File: src/rtl/rx_pkt_pkg.sv
package rx_pkt_pkg;
  localparam int unsigned WORD_W       = 32;
  localparam int unsigned FFWD_MIN     = 4;   // words of head packet needed for a skip
  localparam int unsigned STAT_OVF_BIT = 31;  // status bit forced on overflow
endpackage

File: src/rtl/rx_ring.sv
module rx_ring #(
  parameter int unsigned W     = 33,
  parameter int unsigned DEPTH = 64,
  parameter int unsigned PEEK  = 1
) (
  input  logic                         clk,
  input  logic                         rst_n,
  input  logic                         flush,
  input  logic                         push,
  input  logic [W-1:0]                 wdata,
  input  logic                         pop,
  input  logic                         retag,
  output logic [PEEK-1:0][W-1:0]       peek,
  output logic [$clog2(DEPTH):0]       cnt
);
  localparam int unsigned AW = $clog2(DEPTH);

  logic [W-1:0]  mem [DEPTH];
  logic [AW:0]   wr_ptr, rd_ptr, wr_ptr_n, rd_ptr_n;
  logic [AW-1:0] last_idx;

  assign last_idx = wr_ptr[AW-1:0] - AW'(1);
  assign cnt      = wr_ptr - rd_ptr;

  always_comb begin
    wr_ptr_n = wr_ptr;
    rd_ptr_n = rd_ptr;
    if (flush) begin
      wr_ptr_n = '0;
      rd_ptr_n = '0;
    end else begin
      if (push) wr_ptr_n = wr_ptr + 1'b1;
      if (pop)  rd_ptr_n = rd_ptr + 1'b1;
    end
  end

  always_ff @(posedge clk or negedge rst_n) begin
    if (!rst_n) begin
      wr_ptr <= '0;
      rd_ptr <= '0;
    end else begin
      wr_ptr <= wr_ptr_n;
      rd_ptr <= rd_ptr_n;
    end
  end

  always_ff @(posedge clk) begin
    if (push && !flush)  mem[wr_ptr[AW-1:0]] <= wdata;
    if (retag && !flush) mem[last_idx][W-1] <= 1'b1;
  end

  for (genvar i = 0; i < PEEK; i++) begin : g_peek
    assign peek[i] = mem[rd_ptr[AW-1:0] + AW'(i)];
  end
endmodule

File: src/rtl/rx_wr_gate.sv
module rx_wr_gate (
  input  logic clk,
  input  logic rst_n,
  input  logic flush,
  input  logic wr_valid,
  input  logic wr_last,
  input  logic data_full,
  input  logic st_valid,
  input  logic stat_full,
  output logic data_push,
  output logic retag,
  output logic stat_push,
  output logic stat_ovf,
  output logic ovf_flag
);
  logic dropping, stored, pend, ovf_q;
  logic dropping_n, stored_n, pend_n, ovf_n;
  logic drop_now, wr_take, st_take;

  assign wr_take   = wr_valid && !flush;
  assign st_take   = st_valid && !flush;
  assign drop_now  = wr_take && (data_full || dropping);
  assign data_push = wr_take && !data_full && !dropping;
  assign retag     = drop_now && wr_last && stored;
  assign stat_push = st_take && !stat_full;
  assign stat_ovf  = pend || drop_now;
  assign ovf_flag  = ovf_q;

  always_comb begin
    dropping_n = dropping;
    stored_n   = stored;
    pend_n     = pend;
    ovf_n      = ovf_q;
    if (flush) begin
      dropping_n = 1'b0;
      stored_n   = 1'b0;
      pend_n     = 1'b0;
      ovf_n      = 1'b0;
    end else begin
      if (wr_take) begin
        dropping_n = wr_last ? 1'b0 : (data_full || dropping);
        stored_n   = wr_last ? 1'b0 : (data_push || stored);
      end
      pend_n = st_take ? 1'b0 : (pend || drop_now);
      ovf_n  = ovf_q || drop_now || (st_take && stat_full);
    end
  end

  always_ff @(posedge clk or negedge rst_n) begin
    if (!rst_n) begin
      dropping <= 1'b0;
      stored   <= 1'b0;
      pend     <= 1'b0;
      ovf_q    <= 1'b0;
    end else begin
      dropping <= dropping_n;
      stored   <= stored_n;
      pend     <= pend_n;
      ovf_q    <= ovf_n;
    end
  end
endmodule

File: src/rtl/rx_skip_ctrl.sv
module rx_skip_ctrl (
  input  logic clk,
  input  logic rst_n,
  input  logic ffwd_set,
  input  logic dump_set,
  input  logic rx_halted,
  input  logic skip_ok,
  input  logic data_empty,
  input  logic head_last,
  output logic skip_pop,
  output logic ffwd_busy,
  output logic ffwd_err,
  output logic dump_busy,
  output logic dump_err
);
  logic ffb_n, ffe_n, dmb_n, dme_n;

  assign skip_pop = ffwd_busy && !data_empty;

  always_comb begin
    ffb_n = ffwd_busy;
    ffe_n = ffwd_err;
    dmb_n = 1'b0;
    dme_n = dump_err;
    if (ffwd_busy) begin
      if (skip_pop && head_last) ffb_n = 1'b0;
    end else if (!dump_busy) begin
      if (ffwd_set) begin
        ffb_n = skip_ok;
        ffe_n = !skip_ok;
      end
      if (dump_set) begin
        dmb_n = rx_halted;
        dme_n = !rx_halted;
      end
    end
  end

  always_ff @(posedge clk or negedge rst_n) begin
    if (!rst_n) begin
      ffwd_busy <= 1'b0;
      ffwd_err  <= 1'b0;
      dump_busy <= 1'b0;
      dump_err  <= 1'b0;
    end else begin
      ffwd_busy <= ffb_n;
      ffwd_err  <= ffe_n;
      dump_busy <= dmb_n;
      dump_err  <= dme_n;
    end
  end
endmodule

File: src/rtl/rx_pkt_fifo.sv
module rx_pkt_fifo
  import rx_pkt_pkg::*;
#(
  parameter int unsigned DEPTH  = 64,
  parameter int unsigned SDEPTH = 16
) (
  input  logic                      clk,
  input  logic                      rst_n,
  input  logic                      wr_valid,
  input  logic [WORD_W-1:0]         wr_data,
  input  logic                      wr_last,
  input  logic                      st_valid,
  input  logic [WORD_W-1:0]         st_data,
  input  logic                      rx_halted,
  input  logic                      rd_data_en,
  output logic [WORD_W-1:0]         rd_data,
  output logic                      rd_data_last,
  output logic                      rd_data_ok,
  input  logic                      rd_stat_en,
  output logic [WORD_W-1:0]         rd_stat,
  output logic                      rd_stat_ok,
  input  logic                      rd_txstat_en,
  output logic                      rd_err,
  input  logic                      ffwd_set,
  output logic                      ffwd_busy,
  output logic                      ffwd_err,
  input  logic                      dump_set,
  output logic                      dump_busy,
  output logic                      dump_err,
  output logic [$clog2(DEPTH):0]    data_cnt,
  output logic                      data_empty,
  output logic                      data_full,
  output logic [$clog2(SDEPTH):0]   stat_cnt,
  output logic                      stat_empty,
  output logic                      ovf_flag
);
  localparam int unsigned DW = WORD_W + 1;

  logic [FFWD_MIN-1:0][DW-1:0] dpeek;
  logic [0:0][WORD_W-1:0]      speek;
  logic data_push, retag, stat_push, stat_ovf, skip_pop, skip_ok, busy_any;
  logic stat_full, data_pop, tag_seen;
  logic [WORD_W-1:0] stat_word;

  assign busy_any   = ffwd_busy || dump_busy;
  assign data_empty = (data_cnt == '0);
  assign data_full  = (data_cnt == ($clog2(DEPTH)+1)'(DEPTH));
  assign stat_empty = (stat_cnt == '0);
  assign stat_full  = (stat_cnt == ($clog2(SDEPTH)+1)'(SDEPTH));

  assign rd_data      = dpeek[0][WORD_W-1:0];
  assign rd_data_last = dpeek[0][WORD_W];
  assign rd_data_ok   = rd_data_en && !busy_any && !data_empty;
  assign rd_stat      = speek[0];
  assign rd_stat_ok   = rd_stat_en && !busy_any && !stat_empty;
  assign rd_err       = (rd_data_en || rd_stat_en || rd_txstat_en) && busy_any;
  assign data_pop     = rd_data_ok || skip_pop;

  always_comb begin
    tag_seen = 1'b0;
    for (int i = 0; i < FFWD_MIN - 1; i++) tag_seen = tag_seen || dpeek[i][WORD_W];
    skip_ok = (data_cnt >= ($clog2(DEPTH)+1)'(FFWD_MIN)) && !tag_seen;
  end

  always_comb begin
    stat_word = st_data;
    stat_word[STAT_OVF_BIT] = st_data[STAT_OVF_BIT] || stat_ovf;
  end

  rx_ring #(.W(DW), .DEPTH(DEPTH), .PEEK(FFWD_MIN)) u_data (
    .clk(clk), .rst_n(rst_n), .flush(dump_busy), .push(data_push),
    .wdata({wr_last, wr_data}), .pop(data_pop), .retag(retag),
    .peek(dpeek), .cnt(data_cnt)
  );

  rx_ring #(.W(WORD_W), .DEPTH(SDEPTH), .PEEK(1)) u_stat (
    .clk(clk), .rst_n(rst_n), .flush(dump_busy), .push(stat_push),
    .wdata(stat_word), .pop(rd_stat_ok), .retag(1'b0),
    .peek(speek), .cnt(stat_cnt)
  );

  rx_wr_gate u_gate (
    .clk(clk), .rst_n(rst_n), .flush(dump_busy), .wr_valid(wr_valid),
    .wr_last(wr_last), .data_full(data_full), .st_valid(st_valid),
    .stat_full(stat_full), .data_push(data_push), .retag(retag),
    .stat_push(stat_push), .stat_ovf(stat_ovf), .ovf_flag(ovf_flag)
  );

  rx_skip_ctrl u_ctrl (
    .clk(clk), .rst_n(rst_n), .ffwd_set(ffwd_set), .dump_set(dump_set),
    .rx_halted(rx_halted), .skip_ok(skip_ok), .data_empty(data_empty),
    .head_last(rd_data_last), .skip_pop(skip_pop), .ffwd_busy(ffwd_busy),
    .ffwd_err(ffwd_err), .dump_busy(dump_busy), .dump_err(dump_err)
  );
endmodule

File: config.mk
export PLATFORM = sky130hd
export DESIGN_NAME = rx_pkt_fifo
export DESIGN_NICKNAME = d
export VERILOG_FILES = /design/src/rtl/rx_pkt_pkg.sv /design/src/rtl/rx_ring.sv /design/src/rtl/rx_wr_gate.sv /design/src/rtl/rx_skip_ctrl.sv /design/src/rtl/rx_pkt_fifo.sv
export SDC_FILE = /design/constraint.sdc
export NUM_CORES = 2
export LEC_CHECK = 0
export ABC_AREA = 1
export BUFFER_PORTS_ARGS = -buffer_cell sky130_fd_sc_hd__buf_2
export CAP_MARGIN = 20
export CORE_UTILIZATION = 35
export CTS_CLUSTER_DIAMETER = 100
export DETAILED_ROUTE_END_ITERATION = 16
export PLACE_DENSITY = 0.48
export SYNTH_ARGS = -nofsm -noshare
export SYNTH_HDL_FRONTEND = slang
export SYNTH_SLANG_ARGS = --single-unit
File: constraint.sdc
create_clock -name clk -period 4.8 [get_ports clk]
set_input_delay 1.44 -clock clk [delete_from_list [all_inputs] [get_ports clk]]
set_output_delay 1.44 -clock clk [all_outputs]
set_load 0.05 [all_outputs]
==> results.md <==
* Gr usage total at 23.7%
* Synth top area share at 74.6%
* # clock sinks at 2656
* Max-cap violations at 0
* Post-synth top cells: edfxtp_1 (2624), nor2_1 (1443), o21ai_0 (1355)
* Post-synthesis sequential element count at around 2700
* Syn Std Cell Area at 0.106 mm2
* Vias in the first global route at 69100
* Worst setup EP type: output pin
* Synth warn at 0
* Clk buf depth at 4
* Initial DRC count at 7997
* Max FO, Critical Path at 10
* Post-synth EDFFs at between 2000 and 3000
* Pwr Density at 634 mW/mm2
* Post-DP HPWL at 195 mm
* F_max at 200 MHz
* Area growth from synthesis to layout at 22.6%
* Final non-filler cell total at 12700
* Detailed Route WL at 379 mm
* Unrepaired setup endpoints after global routing: true
* Count leader, synth: edfxtp_1
* GPL Wtd Cong at 0.832
* Final hold slack at about 0.50 ns
* Largest net degree at the start of global routing at 133
* Arrival @ worst endpoint at around 3.6 ns
* WL/cell at approximately 30 um
* Die X at 551 um
* Ys async rst share at 1.20%
* Worst Path Required at 3.36 ns
* Ratio of cells with drive above 1 in the final layout at 17.2%
* Syn Inst Count at 8105
* Die area at 0.304 mm2
* First-pass GRT wire length at 520 mm
* H-tree levels at 5
* Worst relative slew slack at 18.8%
* Final WS setup at -0.192 ns
* Synth area leaders: edfxtp_1 (75%), o21ai_0 (6.4%), nor2_1 (5.1%)
* I/O Buffers at around 160
* Worst-path clk slew at 0.06 ns
* Fillers at 27200
* Synth area leader: edfxtp_1
* CTS Buf Count at about 300
* Final design utilization at 43.2%
* Setup Viol. Count Final at 32
* Final Cycle Share at 104%
* Violated checks: negative setup slack
* Top FF cell, synth: edfxtp_1
* Total power at 82.2 mW
* Lkg Pwr at 42.2 nW
* Total global routing overflow at 0
* Synth Net Count at 8201
* Initial antenna violation count at 22
* Clock latency on the worst-skew pair at 0.91 ns
* Vias at 72200
* Setup TNS at -2.60 ns
* Mapped Avg Cell Area at 13.0 um2
* 1st-pass router iterations at 5
* Least-Margin Pin Slew at 1.22 ns
* Minimum clock period at 4.99 ns
* Die height at 551 um
* Slowest stage delay, CP at 0.51 ns
* Max rail drop VDD at 0.738 mV
* Final hold violations at 0
* Hold Path Class: flip-flop to flip-flop
* CTS Hold Buffers Added at 0
* Status: finished, violations left
* Seq/Total Area, Yosys at roughly three quarters
* Max-slew violation count at 0
* CTS root buf: clkbuf_16
* # DRC at 0
* Clock skew at 0.0785 ns
* Core footprint at 0.300 mm2
* CTS tree: yes
* Fin nets at 8651
* I/O pin cnt at between 150 and 200
* Via-to-Cell Ratio at 5.67
* Kind of critical path: flip-flop to output pin
* Slowest cell on the critical path: dfrtp_4
* Post-Place Cells at about 12000
* Cell row count at 201
* CP Cell Sequence: buf_12 -> buf_16 -> buf_16 -> o21ai_2 -> o22ai_1 -> o211ai_1 -> buf_4 -> nand4_1 -> buf_4 -> nand3_1 -> nand2_2 -> buf_12
* Crit path launch type: flip-flop
* Post-synthesis cell type count at 39
* Final ANT Viol Nets at 0
* Starting Density at 35.2%
==> cells by family after synthesis <==
family / count (synthesis) / synth area share [%]
AOI/OAI and AO/OA: 2152 / 11.8
adders and majority gates: 21 / 0.263
buffers and inverters: 725 / 2.64
muxes: 2 / 0.0189
DFF: 2656 / 75.3
and+or+nand+nor: 2534 / 9.81
xor gates and xnor gates: 15 / 0.124
==> cell usage in the layout (no fill, tap or decap), types with 32 or more instances in the layout <==
master     instances
a21oi_1           56
buf_12           178
buf_16            79
buf_2            125
buf_4            260
buf_6             32
clkbuf_1          68
clkbuf_16        336
clkinv_1          71
clkinv_2          46
edfxtp_1        2624
inv_1             96
inv_2             35
nand2_1          604
nand3_1          233
nand3_2           40
nand4_1          127
nor2_1          1324
nor2_4           107
o211ai_1          90
o21ai_0         1187
o21ai_1          120
o21ai_2           42
o221ai_1         235
o22ai_1          362
==> per-stage QoR <==
step / cell area [um2] / worst slack [ns]
floorplan: 106000 / -0.0739
global placement: 115000 / -0.0583
detailed placement: 115000 / -0.0695
CTS: 127000 / -0.306
global route: 130000 / -0.187
finish: 130000 / -0.192
==> timing repair <==
item                                    in CTS  in global routing
endpoints found under the setup margin      36                 56
pin swaps                                  115                190
gates cloned                                54                 39
buffers inserted                            53                 36
resized for setup                          279                359
==> report_power, final <==
part	internal (mW)	total (mW)	leakage, nW	switching [mW]
Combinational	11.3	33.8	13.8	22.5
Clock	12.4	21.8	4.46	9.36
Sequential	26.3	26.6	24.0	0.301
Total	50.0	82.2	42.2	32.2
==> metal layers <==
layer,up-vias,global-route usage (%),wire [um]
met2,3028,39.7,181000
met1,37200,32.0,158000
met3,652,2.45,24700
li1,31300,-,-
met4,6,8.75,15000
met5,-,0,46
==> state kept, by name (all words and copies together) (netlist names), 5 cells and up <==
register,flops
u_data.wr_ptr,7
u_stat.mem,512
u_stat.wr_ptr,5
u_stat.rd_ptr,5
u_data.mem,2112
u_data.rd_ptr,7
==> worst paths after layout <==
kind                                   from  cells past startpoint                 to  slack (ns)
setup / recovery           u_data.rd_ptr[0]                     12        rd_data[14]       -0.19
hold / removal                u_gate.stored                      2      u_gate.stored        0.50
setup reg to reg           u_data.rd_ptr[0]                     17  u_data.mem[0][12]        0.15
hold reg to reg               u_gate.stored                      2      u_gate.stored        0.50
max in group asynchronous             rst_n                      1   u_data.rd_ptr[2]        3.48
min in group asynchronous             rst_n                      1   u_stat.rd_ptr[1]        0.69
==> critical path: cells and delay by family (launching register included) <==
family,cells,cell delay (ns)
AO/OA/AOI/OAI,3,0.63
AND/OR/NAND/NOR,3,0.36
buffers and inverters,6,1.13
flip-flops,1,0.51
==> layout make-up <==
type | instances | area [um2] | share of cell area [%]
Sequential cell | 2656 | 79600 | 61.5
Multi-Input combinational cell | 4725 | 25100 | 19.4
Clock inverter | 155 | 1340 | 1.03
Timing Repair Buffer | 727 | 10100 | 7.77
Tap cell | 3958 | 4950 | 3.82
Clock buffer | 369 | 7790 | 6.01
Inverter | 145 | 622 | 0.480
Antenna cell | 6 | 15.0 | 0.0116
Timing Repair inverter | 4 | 56.3 | 0.0435
Note: power is estimated with default switching activity, not from simulation.
